### src/rtl/mcast_hash_filter.sv
module mcast_hash_filter #(
  parameter int AW = 48,
  parameter int HW = 6
) (
  input  logic          clk,
  input  logic          rst_n,
  input  logic          cfg_we,
  input  logic [2:0]    cfg_sel,
  input  logic [31:0]   cfg_wdata,
  input  logic          da_valid,
  input  logic [AW-1:0] da,
  output logic          res_valid,
  output logic          res_accept,
  output logic [1:0]    res_reason,
  output logic [HW-1:0] res_hash_idx
);
  localparam int TBITS = 1 << HW;
  localparam logic [1:0] RS_UC = 2'd0, RS_BC = 2'd1, RS_MC = 2'd2, RS_PR = 2'd3;

  logic          en_uc, en_mc, en_bc, en_pr;
  logic [AW-1:0] station;
  logic [TBITS-1:0] htab;

  always_ff @(posedge clk) begin
    if (!rst_n) begin
      {en_uc, en_mc, en_bc, en_pr} <= '0;
      station <= '0;
      htab    <= '0;
    end else if (cfg_we) begin
      case (cfg_sel)
        3'd0: begin
          en_uc <= cfg_wdata[0];
          en_mc <= cfg_wdata[5];
          en_bc <= cfg_wdata[13];
          en_pr <= cfg_wdata[21];
        end
        3'd1: station[47:16] <= {cfg_wdata[7:0], cfg_wdata[15:8], cfg_wdata[23:16], cfg_wdata[31:24]};
        3'd2: station[15:8]  <= cfg_wdata[7:0];
        3'd3: station[7:0]   <= cfg_wdata[7:0];
        3'd4: htab[31:0]     <= cfg_wdata;
        3'd5: htab[63:32]    <= cfg_wdata;
        default: ;
      endcase
    end
  end

  function automatic logic [5:0] fold(input logic [47:0] a);
    logic [7:0] b0, b1, b2, b3, b4, b5;
    {b0, b1, b2, b3, b4, b5} = a;
    return b0[7:2] ^ {b0[1:0], 4'b0} ^ {2'b0, b1[7:4]} ^ {b1[3:0], 2'b0}
         ^ {4'b0, b2[7:6]} ^ b2[5:0]
         ^ b3[7:2] ^ {b3[1:0], 4'b0} ^ {2'b0, b4[7:4]} ^ {b4[3:0], 2'b0}
         ^ {4'b0, b5[7:6]} ^ b5[5:0];
  endfunction

  logic [HW-1:0] hidx;
  logic is_bc, is_mc, hit_uc, hit_bc, hit_mc, acc;
  logic [1:0] why;

  assign hidx   = fold(da);
  assign is_bc  = &da;
  assign is_mc  = da[40] && !is_bc;
  assign hit_bc = is_bc && en_bc;
  assign hit_mc = is_mc && en_mc && htab[hidx];
  assign hit_uc = !da[40] && en_uc && (da == station);
  assign acc    = hit_bc || hit_mc || hit_uc || en_pr;

  always_comb begin
    if (hit_bc)      why = RS_BC;
    else if (hit_mc) why = RS_MC;
    else if (hit_uc) why = RS_UC;
    else if (en_pr)  why = RS_PR;
    else             why = RS_UC;
  end

  always_ff @(posedge clk) begin
    if (!rst_n) begin
      res_valid    <= 1'b0;
      res_accept   <= 1'b0;
      res_reason   <= RS_UC;
      res_hash_idx <= '0;
    end else begin
      res_valid <= da_valid;
      if (da_valid) begin
        res_accept   <= acc;
        res_reason   <= why;
        res_hash_idx <= hidx;
      end
    end
  end

  a_r9_valid_follows: assert property (@(posedge clk) disable iff (!rst_n)
    da_valid |=> res_valid);
  a_r9_no_spurious: assert property (@(posedge clk) disable iff (!rst_n)
    !da_valid |=> !res_valid);
  a_r9_hold: assert property (@(posedge clk) disable iff (!rst_n)
    !da_valid |=> $stable(res_accept) && $stable(res_reason) && $stable(res_hash_idx));
  a_r8_reject_reason: assert property (@(posedge clk) disable iff (!rst_n)
    res_valid && !res_accept |-> res_reason == RS_UC);
  a_r7_promisc_accepts: assert property (@(posedge clk) disable iff (!rst_n)
    da_valid && en_pr |=> res_accept);
  a_r5_bcast_class: assert property (@(posedge clk) disable iff (!rst_n)
    da_valid |=> !(res_accept && res_reason == RS_BC) || $past(&da));
  a_r6_mcast_class: assert property (@(posedge clk) disable iff (!rst_n)
    da_valid |=> !(res_accept && res_reason == RS_MC) || ($past(da[40]) && !$past(&da)));
endmodule

### config.mk
export PLATFORM = sky130hd
export DESIGN_NAME = mcast_hash_filter
export DESIGN_NICKNAME = d
export VERILOG_FILES = /design/src/rtl/mcast_hash_filter.sv
export SDC_FILE = /design/constraint.sdc
export NUM_CORES = 1
export LEC_CHECK = 0
export BUFFER_PORTS_ARGS = -buffer_cell sky130_fd_sc_hd__buf_2
export CAP_MARGIN = 20
export CORE_ASPECT_RATIO = 1.5
export CORE_MARGIN = 5
export CORE_UTILIZATION = 57
export DETAILED_ROUTE_END_ITERATION = 10
export GPL_TIMING_DRIVEN = 0
export PLACE_DENSITY = 0.83
export SYNTH_ARGS = -nofsm -noshare
export SYNTH_HDL_FRONTEND = slang
export SYNTH_SLANG_ARGS = --single-unit
### constraint.sdc
create_clock -name clk -period 3 [get_ports clk]
set_input_delay 0.6 -clock clk [delete_from_list [all_inputs] [get_ports clk]]
set_output_delay 0.6 -clock clk [all_outputs]
set_load 0.02 [all_outputs]
### Word level (Yosys, flattened, before mapping)

Cells that the tools add are included.

* bitwise gates (word level): 11
* muxes and demuxes: 6
* reduce and logical (&&, ||, !) cells: 19
* equality and inequality tests: 6
* $lt $le $gt $ge: 1

Operators with widths (number)
* == test 48 bit: 1
* AND reduction 48 bit: 1
* bitwise XOR 6 bit: 7
* AND reduction 2 bit: 6
* bitwise XOR 6 x 2 -> 6 bit: 2
* bitwise XOR 6 x 4 -> 6 bit: 2
* 2-to-1 mux 2 bit: 4
* less-than comparator 6 x 7 -> 1 bit (second input constant): 1
* binary-select mux 1 bit (select 6 bit): 1
* == test 3 x 2 -> 1 bit (second input constant): 2
* == test 3 bit (second input constant): 2
* logical AND 1 bit: 6
* == test 3 x 1 -> 1 bit (second input constant): 1
* zero test 3 bit: 1
* logical OR 1 bit: 3
* zero test 1 bit: 2
* 2-to-1 mux 1 bit: 1

* logic and storage cells: 56
* output and inout bits: 10
* input bits: 87
* bits in registers: 126

### Logic depth before layout (Yosys ltp)

* depth after elaboration: 17
* mapped depth: 10
* mapped depth without buffers: 9

### Least setup slack after synthesis

No wires, ideal clock.

* path type: input to register
* start point: in da[37]
* end point: reg res_accept
* arrival time: 2.479 ns
* setup time: 0.136 ns
* setup slack: 0.385 ns
* data required time: 2.864 ns
* cell stages on the path: 10
* path buffers: 1
* path through: xor2_1 -> xnor2_1 -> xnor2_2 -> buf_6 -> mux2i_1 -> a22oi_1 -> nand3b_1 -> a211oi_2 -> nor4_2 -> a211oi_2

* longest elaborated chain between the ends: 16
* elaborated cells on any way between the ends: 23
* classes of those cells: eq/ne (1); mux (2); bitwise (10); reduce/logical (10)

RTL lines
* from (decl): line 11 `input logic [AW-1:0] da,`
* bitwise XOR 6 x 4 -> 6 bit: line 50 `return b0[7:2] ^ {b0[1:0], 4'b0} ^ {2'b0, b1[7:4]} ^ {b1[3:0], 2'b0}`
* bitwise XOR 6 bit: line 50
* bitwise XOR 6 x 2 -> 6 bit: line 51 `^ {4'b0, b2[7:6]} ^ b2[5:0]`
* bitwise XOR 6 bit: line 51
* bitwise XOR 6 bit (2 in series): line 52 `^ b3[7:2] ^ {b3[1:0], 4'b0} ^ {2'b0, b4[7:4]} ^ {b4[3:0], 2'b0}`
* bitwise XOR 6 x 4 -> 6 bit: line 52
* bitwise XOR 6 bit: line 52
* bitwise XOR 6 x 2 -> 6 bit: line 53 `^ {4'b0, b5[7:6]} ^ b5[5:0];`
* bitwise XOR 6 bit: line 53
* binary-select mux 1 bit (select 6 bit): line 64 `assign hit_mc = is_mc && en_mc && htab[hidx];`
* 2-to-1 mux 1 bit (implied by the code): line 64
* logical AND 1 bit: line 64
* logical OR 1 bit: line 66 `assign acc = hit_bc || hit_mc || hit_uc || en_pr;`
* logical OR 1 bit * (2 in series): line 66
* to (signal assigned): line 79 `res_accept <= 1'b0;`
* to (signal assigned): line 85 `res_accept <= acc;`
* to (decl): line 13 `output logic res_accept,`

Every way passes the cells marked *; elsewhere a longest branch is shown, timed or not. The select of a mux whose other input is x is not followed.
A chain may end at the register's enable or synchronous reset.

### Worst setup path in the final report

* start point: in da[37]
* end point: reg res_reason[1]

* longest elaborated chain between the ends: 15
* elaborated cells on any way between the ends: 23
* classes of those cells: eq/ne (1); mux (5); bitwise (10); reduce/logical (7)

RTL lines
* bitwise XOR 6 x 4 -> 6 bit: line 50
* bitwise XOR 6 bit: line 50
* bitwise XOR 6 x 2 -> 6 bit: line 51
* bitwise XOR 6 bit: line 51
* bitwise XOR 6 bit (2 in series): line 52
* bitwise XOR 6 x 4 -> 6 bit: line 52
* bitwise XOR 6 bit: line 52
* bitwise XOR 6 x 2 -> 6 bit: line 53
* bitwise XOR 6 bit: line 53
* binary-select mux 1 bit (select 6 bit): line 64
* 2-to-1 mux 1 bit (implied by the code): line 64
* logical AND 1 bit: line 64
* 2-to-1 mux 2 bit: line 70 `else if (hit_mc) why = RS_MC;`
* 2-to-1 mux 2 bit *: line 69 `if (hit_bc) why = RS_BC;`
* to (signal assigned): line 86 `res_reason <= why;`
* to (decl): line 14 `output logic [1:0] res_reason,`

Marks and branches as above.

==> results.yml <==
finish:
  fin_util_pct: 69.7
  n_antenna_cell: 0
  drive_above_1_share_pct: 15.3
  final_cell_mix: "sky130_fd_sc_hd__nand2_1 (243), sky130_fd_sc_hd__dfxtp_1 (126), sky130_fd_sc_hd__a21boi_0 (112)"
  register_area_um2: 2520
  layout-area-overhead-vs-synth_pct: 20.8
  final_net_count: 964
  fill_cells: 908
  multiInputGateArea_um2: 3640
  final_common_cell: "sky130_fd_sc_hd__nand2_1"
power_and_ir_drop:
  clock_power_share_pct: 43.0
  pwr-share-seq_pct: 35.3
  power.density_nw_per_um2: 652
  power_frac_comb_pct: 21.7
  peak_supply_drop_mv: 0.483
  swShare_pct: 29.1
  leakagePower_nw: 2.70
  power_switching_w: 0.00145
  cell_internal_pwr_w: 0.00353
sta:
  setup_viol: 0
  worstMarginPinSlew_ns: 1.03
  finalHoldViolCount: 0
  max_freq_ghz: 0.351
  min_period_over_period_pct: 94.9
  final_period_minus_worst_setup_slack_ns: 2.85
  finalClockSkew_ns: 0.00476
  timing.final.ws_setup_ns: 0.153
  number_of_max_slew_violations_in_the_final_report: 0
  setup_repair_after_global_routing_missed_its_margin: "no"
  relSlewSlack_pct: 30.8
critical_path:
  startpoint: "da[37]"
  critPathMaxFanout: 10
  critical_register_to_register_path_startpoint: "station[21]$_SDFFE_PN0P_"
  worstPathRequired_ns: 3.29
  start_kind: "primary input"
  arrival_ns: 3.14
  r2r_cells: 8
  crit_type: "primary input to flop"
  worstSetupEndpointType: "flop"
route:
  drtIter0Drc: 473
  met2RoutedLength_um: 9630
  detailedRoute.firstPassIterationCount: 5
  vias_after_detailed_routing: 5963
  detail_route.wl_per_cell_um: 19.3
  drc: 0
  wl_met1_um: 7270
  avgViaCountPerCell: 5.75
  met3WireLength_um: 1530
  routed_wirelength_um: 20000
  detail-route-antenna-nets: 0
  highest_signal_layer_in_the_routed_design: "met4"
global_route:
  first_global_vias: 5943
  global_route.overflow_total: 0
  antenna_violations_before_repair: 0
  grtUsageTotal_pct: 30.9
  grt_start_max_net_pins: 17
  global_route_wire_length_before_repair_um: 30900
synth:
  yosys.cell_types.count: 40
  post_synth.cell_area_avg_um2: 8.28
  netlist.top_cell.by_area: "sky130_fd_sc_hd__dfxtp_1"
  synth_edf_count: 0
  yosys.area.top_type_share_pct: 39.9
  synth.ff_latch_count: 126
  synth.top_cells.by_area: "sky130_fd_sc_hd__dfxtp_1 (40%), sky130_fd_sc_hd__nand2_1 (14%), sky130_fd_sc_hd__a21boi_0 (13%), sky130_fd_sc_hd__xnor2_1 (11%), sky130_fd_sc_hd__mux2i_1 (5.7%)"
  async_sr_flop_fraction_pct: 0
  synth_nets: 850
  synth_flop_cell: "sky130_fd_sc_hd__dfxtp_1"
  syn_area_um2: 6310
  post_synth_inst_count: 763
  yosys_warnings: 0
  ys_seq_area_share_pct: 39.9
job:
  maxCapViolCount: 0
clock_network:
  clk_root_buffer_cell: "sky130_fd_sc_hd__clkbuf_16"
  tritoncts_clock_tree: "yes"
  numClockSinks: 126
  cts_buffers: 17
  cts_hold_buf: 0
  ctsLongestPathBuffers: 2
  cts_resized: 1
  post_cts_buffers: 0
  clk_latency_ns: 0.41
  cts.htree.levels: 4
  clk_pin_slew_ns: 0.06
hold_path:
  timing.hold.worst.class: "flop to flop"
  worstHoldPathCells: 2
  timing.hold.worst.start: "htab[47]$_SDFFE_PN0P_"
die:
  top_level_ports: 97
  die_height_um: 139
  initial_core_util_pct: 57.7
  core_um2: 10900
  die_area_um2: 13300
  rows: 47
  die_width_um: 95.9
run_status:
  run_status: "complete, no violations"
placement:
  dpl_ws_ns: -0.483
  gpl.final_weighted_congestion: 0.988
  portbufs: 95
  dp_hpwl_um: 15200
==> cells by family (layout without fill, tap and decap cells) <==
kind of cell              Yosys count  after routing  share of synthesized area (%)
AOI/OAI and AO/OA                 145            145                           17.3
and+or+nand+nor                   322            322                           21.6
xor gates and xnor gates           90             90                           12.6
muxes                              36             36                           5.71
DFF                               126            126                           39.9
buffers and inverters              44            171                           2.81
==> cell usage after synthesis (3+ instances only) <==
master,number
sky130_fd_sc_hd__nand2_1,243
sky130_fd_sc_hd__dfxtp_1,126
sky130_fd_sc_hd__a21boi_0,112
sky130_fd_sc_hd__xnor2_1,82
sky130_fd_sc_hd__clkbuf_1,37
sky130_fd_sc_hd__mux2i_1,36
sky130_fd_sc_hd__nand4_1,23
sky130_fd_sc_hd__nor2_1,15
sky130_fd_sc_hd__a22oi_1,13
sky130_fd_sc_hd__nand3_1,9
sky130_fd_sc_hd__xor2_1,7
sky130_fd_sc_hd__nor2b_1,6
sky130_fd_sc_hd__nor4_1,6
sky130_fd_sc_hd__and2_1,5
sky130_fd_sc_hd__inv_1,4
sky130_fd_sc_hd__nor3_1,4
sky130_fd_sc_hd__a21oi_1,3
sky130_fd_sc_hd__nor3b_1,3
sky130_fd_sc_hd__o211a_1,3
sky130_fd_sc_hd__o21ai_0,3
==> per-layer routing <==
layer | global-route usage [%] | vias to the layer above
li1 | - | 2802
met2 | 49.3 | 313
met3 | 7.06 | 89
met5 | 0 | -
met4 | 23.2 | 0
met1 | 34.8 | 2759
==> final timing paths <==
| kind | endpoint | slack, ns |
|---|---|---|
| max | res_reason[1]$_SDFFE_PN0P_ | 0.15 |
| min | htab[47]$_SDFFE_PN0P_ | 0.46 |
| max reg2reg | res_reason[1]$_SDFFE_PN0P_ | 0.82 |
| min reg2reg | htab[47]$_SDFFE_PN0P_ | 0.46 |
==> critical path: stages <==
cell and delay [ns]:
sky130_fd_sc_hd__buf_2 0.13, sky130_fd_sc_hd__xor2_1 0.29, sky130_fd_sc_hd__xnor2_1 0.21, sky130_fd_sc_hd__xnor2_4 0.45, sky130_fd_sc_hd__buf_4 0.31, sky130_fd_sc_hd__mux2i_1 0.31, sky130_fd_sc_hd__a22oi_1 0.13, sky130_fd_sc_hd__nand3_1 0.10
sky130_fd_sc_hd__nand2_1 0.11, sky130_fd_sc_hd__nor4_4 0.36, sky130_fd_sc_hd__o21ai_1 0.13
==> state kept, by name (all words and copies together) (netlist names) <==
name / count
en_bc: 1
res_hash_idx: 6
station: 48
res_reason: 2
res_valid: 1
res_accept: 1
en_mc: 1
htab: 64
en_pr: 1
en_uc: 1
==> power by group through the flow <==
stage               Combinational [W]  Sequential [W]  Clock [W]
floorplan                    0.000663         0.00180          0
global route                  0.00114         0.00176    0.00223
detailed placement            0.00102         0.00179          0
finish                        0.00108         0.00175    0.00214
CTS                           0.00104         0.00175    0.00214
global placement              0.00101         0.00179          0
==> cell type report <==
cell class	instances	area share [%]
Timing Repair Buffer	95	6.23
Multi-Input combinational cell	593	47.7
Inverter	4	0.197
Buffer	40	2.13
Sequential cell	126	33.1
Clock inverter	12	2.10
Clock buffer	20	6.12
Tap cell	147	2.41
==> metrics by stage <==
step | cells | hold WS (ns) | power [W] | area, um2 | TNS, ns
after floorplan | 763 | 0.443 | 0.00246 | 6310 | 0
after global placement | 1005 | 0.449 | 0.00280 | 6970 | -1.28
after detailed placement | 1005 | 0.456 | 0.00281 | 6970 | -1.42
after CTS | 1037 | 0.463 | 0.00493 | 7610 | 0
after global routing | 1037 | 0.463 | 0.00513 | 7630 | 0
final | 1037 | 0.462 | 0.00497 | 7630 | 0
No activity file was read; power rests on OpenSTA's default activity.
